### src/rtl/wp_gate_pkg.sv
package wp_gate_pkg;

  // Snapshot of the two protect pins, both active low.
  typedef struct packed {
    logic boot_n;
    logic wprot_n;
  } pin_pair_t;

  // Safe default: both pins read as asserted (protecting).
  localparam pin_pair_t PINS_SAFE = '{boot_n: 1'b0, wprot_n: 1'b0};

  // A block is protected when its pin is low or its lock bit is set.
  function automatic logic blk_protected(input logic pin_n, input logic lock_bit);
    return (~pin_n) | lock_bit;
  endfunction

endpackage

### src/rtl/wp_pin_sync.sv
module wp_pin_sync
  import wp_gate_pkg::*;
#(
  parameter int STAGES = 2
) (
  input  logic      clk,
  input  logic      rst,
  input  logic      freeze,
  input  pin_pair_t pins_in,
  output pin_pair_t pins_out
);

  pin_pair_t chain [STAGES];

  genvar s;
  generate
    for (s = 0; s < STAGES; s++) begin : g_stage
      always_ff @(posedge clk) begin
        if (rst) begin
          chain[s] <= PINS_SAFE;
        end else if (!freeze) begin
          if (s == 0) chain[s] <= pins_in;
          else        chain[s] <= chain[(s > 0) ? s - 1 : 0];
        end
      end
    end
  endgenerate

  assign pins_out = chain[STAGES-1];

endmodule

### src/rtl/wp_lock_regs.sv
module wp_lock_regs #(
  parameter int NUM_BLOCKS = 8,
  parameter int IDX_W      = 3
) (
  input  logic                  clk,
  input  logic                  rst,
  input  logic                  we,
  input  logic [IDX_W-1:0]      wsel,
  input  logic                  wdata,
  input  logic [IDX_W-1:0]      rsel,
  output logic                  rdata,
  output logic [NUM_BLOCKS-1:0] locks
);

  localparam logic [IDX_W-1:0] LAST = IDX_W'(NUM_BLOCKS - 1);

  logic [NUM_BLOCKS-1:0] bits_q;

  always_ff @(posedge clk) begin
    if (rst) begin
      bits_q <= '1;
    end else if (we && (wsel <= LAST)) begin
      bits_q[wsel] <= wdata;
    end
  end

  always_ff @(posedge clk) begin
    if (rst)                rdata <= 1'b0;
    else if (rsel <= LAST)  rdata <= bits_q[rsel];
    else                    rdata <= 1'b1;
  end

  assign locks = bits_q;

endmodule

### src/rtl/wp_decide.sv
module wp_decide
  import wp_gate_pkg::*;
#(
  parameter int NUM_BLOCKS = 8,
  parameter int IDX_W      = 3
) (
  input  pin_pair_t             pins,
  input  logic [NUM_BLOCKS-1:0] locks,
  input  logic [IDX_W-1:0]      blk,
  output logic                  deny
);

  localparam int SLOTS = 1 << IDX_W;
  localparam int TOP   = NUM_BLOCKS - 1;

  logic [SLOTS-1:0] eff;

  genvar i;
  generate
    for (i = 0; i < SLOTS; i++) begin : g_blk
      if (i == TOP) begin : g_top
        assign eff[i] = blk_protected(pins.boot_n, locks[i]);
      end else if (i < TOP) begin : g_rest
        assign eff[i] = blk_protected(pins.wprot_n, locks[i]);
      end else begin : g_void
        assign eff[i] = 1'b1;
      end
    end
  endgenerate

  assign deny = eff[blk];

endmodule

### src/rtl/wp_gate.sv
module wp_gate
  import wp_gate_pkg::*;
#(
  parameter  int FLASH_KB    = 512,
  parameter  int BLOCK_KB    = 64,
  parameter  int SYNC_STAGES = 2,
  localparam int NUM_BLOCKS  = FLASH_KB / BLOCK_KB,
  localparam int IDX_W       = (NUM_BLOCKS > 1) ? $clog2(NUM_BLOCKS) : 1
) (
  input  logic             clk,
  input  logic             rst,
  input  logic             boot_lock_n,
  input  logic             wr_prot_n,
  input  logic             req_valid,
  input  logic [IDX_W-1:0] req_blk,
  input  logic             op_done,
  input  logic             lock_we,
  input  logic [IDX_W-1:0] lock_wsel,
  input  logic             lock_wdata,
  input  logic [IDX_W-1:0] lock_rsel,
  output logic             lock_rdata,
  output logic             grant,
  output logic             reject,
  output logic             busy
);

  pin_pair_t             pins_raw;
  pin_pair_t             pins_s;
  logic [NUM_BLOCKS-1:0] locks;
  logic                  deny;
  logic                  boot_s;
  logic                  wprot_s;

  assign pins_raw = '{boot_n: boot_lock_n, wprot_n: wr_prot_n};
  assign boot_s   = pins_s.boot_n;
  assign wprot_s  = pins_s.wprot_n;

  wp_pin_sync #(.STAGES(SYNC_STAGES)) u_sync (
    .clk      (clk),
    .rst      (rst),
    .freeze   (busy),
    .pins_in  (pins_raw),
    .pins_out (pins_s)
  );

  wp_lock_regs #(.NUM_BLOCKS(NUM_BLOCKS), .IDX_W(IDX_W)) u_locks (
    .clk   (clk),
    .rst   (rst),
    .we    (lock_we),
    .wsel  (lock_wsel),
    .wdata (lock_wdata),
    .rsel  (lock_rsel),
    .rdata (lock_rdata),
    .locks (locks)
  );

  wp_decide #(.NUM_BLOCKS(NUM_BLOCKS), .IDX_W(IDX_W)) u_decide (
    .pins  (pins_s),
    .locks (locks),
    .blk   (req_blk),
    .deny  (deny)
  );

  always_ff @(posedge clk) begin
    if (rst) begin
      busy   <= 1'b0;
      grant  <= 1'b0;
      reject <= 1'b0;
    end else begin
      grant  <= 1'b0;
      reject <= 1'b0;
      if (busy) begin
        if (op_done) busy <= 1'b0;
      end else if (req_valid) begin
        if (deny) begin
          reject <= 1'b1;
        end else begin
          grant <= 1'b1;
          busy  <= 1'b1;
        end
      end
    end
  end

endmodule

### config.mk
export PLATFORM = sky130hd
export DESIGN_NAME = wp_gate
export DESIGN_NICKNAME = d
export VERILOG_FILES = /design/src/rtl/wp_gate_pkg.sv /design/src/rtl/wp_pin_sync.sv /design/src/rtl/wp_lock_regs.sv /design/src/rtl/wp_decide.sv /design/src/rtl/wp_gate.sv
export SDC_FILE = /design/constraint.sdc
export NUM_CORES = 1
export LEC_CHECK = 0
export BUFFER_PORTS_ARGS = -buffer_cell sky130_fd_sc_hd__buf_2
export CORE_MARGIN = 5
export CORE_UTILIZATION = 52
export DETAILED_ROUTE_END_ITERATION = 8
export GPL_ROUTABILITY_DRIVEN = 0
export PLACE_DENSITY = 0.84
export SYNTH_ARGS = -nofsm -noshare
export SYNTH_HDL_FRONTEND = slang
export SYNTH_SLANG_ARGS = --single-unit
### constraint.sdc
create_clock -name clk -period 3.2 [get_ports clk]
set_clock_uncertainty 0.15 [all_clocks]
set_input_delay 0.48 -clock clk [delete_from_list [all_inputs] [get_ports clk]]
set_output_delay 0.48 -clock clk [all_outputs]
set_load 0.005 [all_outputs]
# ---- Yosys cells after proc, flatten, opt, wreduce, memory -nomap -nowiden
# Memories as Yosys holds them, arrays and structs flattened.
# Cells that the tools add are included.
dict set report word_totals {
  register_bits 12
  ram_bits 4
  in_bits 17
  out_inout_bits 4
  word_cells 49
  memories 1
}
dict set report op_classes {
  order_cmp 6
  mux 20
  n_bitwise 13
  reduce_logical 4
}
# memory words word_bits read_ports rd_ports_with_merged_regs wr line
set mem_list {}
lappend mem_list {u_sync.chain 2 2 2 0 2 wp_pin_sync.sv:13} ;# pin_pair_t chain [STAGES];
# op count
set ops {}
lappend ops {{$mux W1} 14}
lappend ops {{$lt A3 B4 Y1 const B} 3}
lappend ops {{$or A1 B1 Y1} 10}
lappend ops {{$bwmux W8} 1}
lappend ops {{$bmux W1 S3} 2}
lappend ops {{$le A3 B3 Y1 const B} 2}
lappend ops {{$mux W2} 2}
lappend ops {{$demux W1 S3} 1}
lappend ops {{$ge A3 B1 Y1 const B} 1}
lappend ops {{$not A1 Y1} 3}
lappend ops {{$reduce_or A3 Y1} 1}
lappend ops {{$logic_and A1 B1 Y1} 2}
lappend ops {{$reduce_or A2 Y1} 1}

# ---- Longest topological paths before layout
dict set report depth {
  word_depth 7
  ltp_mapped 4
}

# ---- Hierarchy
# From an unflattened synthesis, not the netlist that was laid out.
dict set report hier_totals {
  hier_cells 67
  hier_area_um2 790.8
}
# mod n_inst cells_each area_per_inst_um2 seq_area_each_um2
set by_module_without_submodules {}
lappend by_module_without_submodules {wp_lock_regs 1 43 450.4 180.2}
lappend by_module_without_submodules {wp_pin_sync 1 9 156.4 120.1}
lappend by_module_without_submodules {wp_gate 1 7 110.1 60.1}
lappend by_module_without_submodules {wp_decide 1 8 73.8 0.0}

# ---- Least setup slack after synthesis
# Ideal clock, no wire load.
dict set report synth_path {
  path_type {input -> register}
  start {in req_blk[1]}
  end {reg reject}
  setup_time_ns 0.114
  t_arrival_ns 1.311
  t_required_ns 2.936
  path_slack_ns 1.625
  path_stages 4
  n_path_buf 0
  path_cell_list {mux4_2 o22ai_1 a32oi_1 nor2b_1}
}
dict set report synth_via {
  elab_chain_cells 3
}
# element line
set synth_lines {}
lappend synth_lines {{from (decl)} wp_gate.sv:15} ;# input logic [IDX_W-1:0] req_blk,
lappend synth_lines {{$bmux W1 S3} wp_decide.sv:31} ;# assign deny = eff[blk];
lappend synth_lines {{$mux W1 (implied by the code)} wp_decide.sv:31}
lappend synth_lines {{$mux W1} wp_gate.sv:75} ;# if (deny) begin
lappend synth_lines {{to (signal assigned)} wp_gate.sv:68} ;# reject <= 1'b0;
lappend synth_lines {{to (signal assigned)} wp_gate.sv:71} ;# reject <= 1'b0;
lappend synth_lines {{to (signal assigned)} wp_gate.sv:76} ;# reject <= 1'b1;
lappend synth_lines {{to (decl)} wp_gate.sv:23} ;# output logic reject,
# Every way passes these cells. The select of a mux whose other input is x is not followed.
# A chain may end at the register's enable or synchronous reset.

# ---- Worst setup path in the final report
dict set report layout_path {
  start {reg u_locks.bits_q[0], in the netlist u_locks.locks[0]}
  end {reg reject}
}
dict set report layout_via {
  elab_chain_cells 4
}
# element line
set layout_lines {}
lappend layout_lines {{from (decl)} wp_lock_regs.sv:17} ;# logic [NUM_BLOCKS-1:0] bits_q;
lappend layout_lines {{from (signal, indexed assignment)} wp_lock_regs.sv:23} ;# bits_q[wsel] <= wdata;
lappend layout_lines {{$or A1 B1 Y1} wp_gate_pkg.sv:14} ;# return (~pin_n) | lock_bit;
lappend layout_lines {{$bmux W1 S3} wp_decide.sv:31}
lappend layout_lines {{$mux W1 (implied by the code)} wp_decide.sv:31}
lappend layout_lines {{$mux W1} wp_gate.sv:75}
# Every way passes these cells. The select of a mux whose other input is x is not followed.

==> flow_summary.toml <==
[finish]
postLayoutCellArea_um2 = 871
post_layout_nonfiller_instances = 105
final_net_count = 108
insertedDiodeCount = 0
flow.area_growth_from_synthesis_pct = 21.7
finalCoreUtilization_pct = 66.9
final_layout_size_suffix_gt1_share_pct = 34.4

[power]
net-switching-power_uw = 85.3
ir_worst_vdd_mv = 0.316
internal_portion_of_total_power_uw = 304
sw_frac_of_total_pct = 21.9
report.power.total_uw = 389
share_clk_of_total_power_pct = 33.9
p_leak_nw = 0.365
power.share.combinational_pct = 10.2
pwr_density_cell_mw_per_mm2 = 447
p_seq_share_pct = 56.0

[clock_tree]
insertion_delay_of_the_later_clocked_pin_in_the_worst_skew_pair_ns = 0.29
cts_root_buf = "clkbuf_4"
path_clk_slew_ns = 0.10
postCtsSetupBuffers = 0
cts_buffers = 3
count_of_cells_resized_by_post_cts_repair = 0
htree_levels = 1
clock_path_buffers = 2
cts_tree = "done"
cts_hold_buf = 0
cts_sinks = 16

[setup_path]
critPathArrivalTime_ns = 1.49
crit_fanout = 3
critical-path-slowest-cell = "mux4_2"
critical_path.cell_chain = "mux4_2 > o22ai_1 > a32oi_1 > nor2b_1"
cp_top_family = "multiplexers"
critical-path-max-stage-delay_ns = 0.44
setup.worst_path.end_class = "register"
cp_startpoint_kind = "register"
worst-endpoint-required_ns = 3.24
criticalPathCategory = "reg2reg"
critical_path_buf_inv_count = 0

[die]
die_area_mm2 = 0.00222
num_io_pins = 21
coreArea_mm2 = 0.00130
fp-row-count = 13
start_util_pct = 55.0
die_span_in_x_um = 47.1
chipHeight_um = 47.1

[synth]
synth_area_per_cell_um2 = 10.8
synth_top_cells_by_area = "dfxtp_1, edfxtp_1, mux4_2"
yosysTopAreaCellShare_pct = 33.6
synth-seq-cells = 16
ys_async_sr_fraction_pct = 0
yosys.cell_count.top_type = "dfxtp_1"
yosys.cell_types.count = 23
synthesized_area_fraction_occupied_by_ao_oa_aoi_and_oai_cells_pct = 11.7
yosys.area_share.simple_pct = 21.7
yosys_most_used_dff = "dfxtp_1"
yosysWarnings = 0
synthXorXnorAreaFrac_pct = 0
synth_nets = 83
synth_area_leader_cell = "dfxtp_1"
synth_top_family_by_area = "simple AND/OR/NAND/NOR gates"
post_synth_inst_count = 66
synthTopCellsByCount = "dfxtp_1, nand2_1"
synth_enable_flop_cells = 4
synthAdderAreaFrac_pct = 0
yosysSeqAreaShare_pct = 50.3
synth.cell_area_um2 = 716
synthMuxAreaShare_pct = 15.2

[route]
routed_wire_per_std_cell_um = 13.4
route.detailed.vias_per_inst = 5.50
drt_iter0_markers = 18
final_antenna_net_count = 0
dr_total_vias = 578
totalWireLength_um = 1410
drtPass1Iterations = 4
remaining_drc_errors = 0

[sta]
slew_at_the_pin_closest_to_its_max_slew_limit_ns = 0.308
timing.final.ws_setup_ns = 1.76
timing_max_transition_violations_final = 0
finalSetupViolations = 0
min_period_ns = 1.44
finalHoldViolCount = 0
maxClockFrequency_mhz = 693
relSlewSlack_pct = 79.4
setup_tns_after_final_layout_ns = 0
final.period_utilization_pct = 45.1
hold_slack_ns = 0.220
rsz0062_at_grt = "no"

[global_route]
groute.usage.overall_pct = 15.4
first_global_vias = 570
global_route_wire_length_before_repair_um = 2370
grt_overflow = 0
number_of_antenna_violations_at_the_first_check_in_global_routing = 0
grt_start_max_net_pins = 10

[place]
io_buffer_count = 20
placed_area_um2 = 835
dp.final_hpwl_um = 1120
pre_cts_slack_ns = 1.44
number_of_placed_instances_taps_included = 101

[outcome]
outcome = "complete, no violations"

[run]
max_cap_violations = 0

[worst_hold_path]
worst_hold_path_type = "in2reg"
[worst reg2reg max path, cell delays in order, from the launching register on]
cell and delay, ns:
dfxtp_1 0.34, mux4_2 0.44, o22ai_1 0.16, a32oi_1 0.10, nor2b_1 0.16
[final timing paths]
| kind | slack [ns] | end | startpoint | depth (start not counted) |
|---|---|---|---|---|
| hold / removal | 0.22 | u_locks.rdata | rst | 2 |
| setup reg to reg | 1.76 | reject | u_locks.locks[0] | 4 |
| hold reg to reg | 0.35 | u_locks.locks[6] | u_locks.locks[6] | 2 |
| setup / recovery | 1.76 | reject | u_locks.locks[0] | 4 |
[cell families (layout without fill, tap and decap cells)]
kind of cell           count (synthesis)  in the layout
AOI/OAI and AO/OA                     12             12
DFF                                   16             16
muxes                                  7              7
buffers and inverters                  2             26
and+or+nand+nor                       29             29
[layout by cell type (no fill, tap or decap)]
cell type / instances
a32oi_1: 1
and2_1: 4
buf_2: 20
clkbuf_4: 3
clkbuf_8: 1
clkinv_1: 1
dfxtp_1: 12
edfxtp_1: 4
inv_1: 1
mux2_2: 1
mux2i_1: 3
mux4_2: 3
nand2_1: 9
nand2b_1: 4
nand3b_1: 1
nand4_1: 1
nand4b_1: 1
nor2_1: 3
nor2b_1: 1
nor3_1: 2
o211ai_1: 4
o21ai_0: 3
o22ai_1: 2
o311ai_0: 2
or2_2: 2
or2b_2: 1
[state kept, by name, indices dropped and copies added (netlist names)]
signal	count
u_locks.locks	8
u_sync.chain	4
busy	1
grant	1
reject	1
u_locks.rdata	1
[metal layers]
metal / share of wire [%] / GRT usage, %
met1: 42 / 17.2
met2: 49 / 26.8
met3: 8.4 / 6.90
met4: 0 / 3.31
met5: 0 / 0
[power by group through the flow]
stage / clock [mW] / sequential [mW] / combinational (mW)
global route: 0.147 / 0.219 / 0.0447
global placement: 0 / 0.222 / 0.0376
floorplan: 0 / 0.221 / 0.0198
CTS: 0.135 / 0.218 / 0.0396
finish: 0.132 / 0.218 / 0.0396
detailed placement: 0 / 0.222 / 0.0394
[layout make-up]
| type | instances | area [µm²] |
|---|---|---|
| tap | 15 | 18.8 |
| fill | 103 | 430 |
| inverter | 2 | 7.51 |
| sequential | 16 | 360 |
| timing repair buffer | 20 | 100 |
| multi-input combinational | 48 | 348 |
| clock buffer | 4 | 36.3 |
Note: power is estimated with default switching activity, not from simulation.
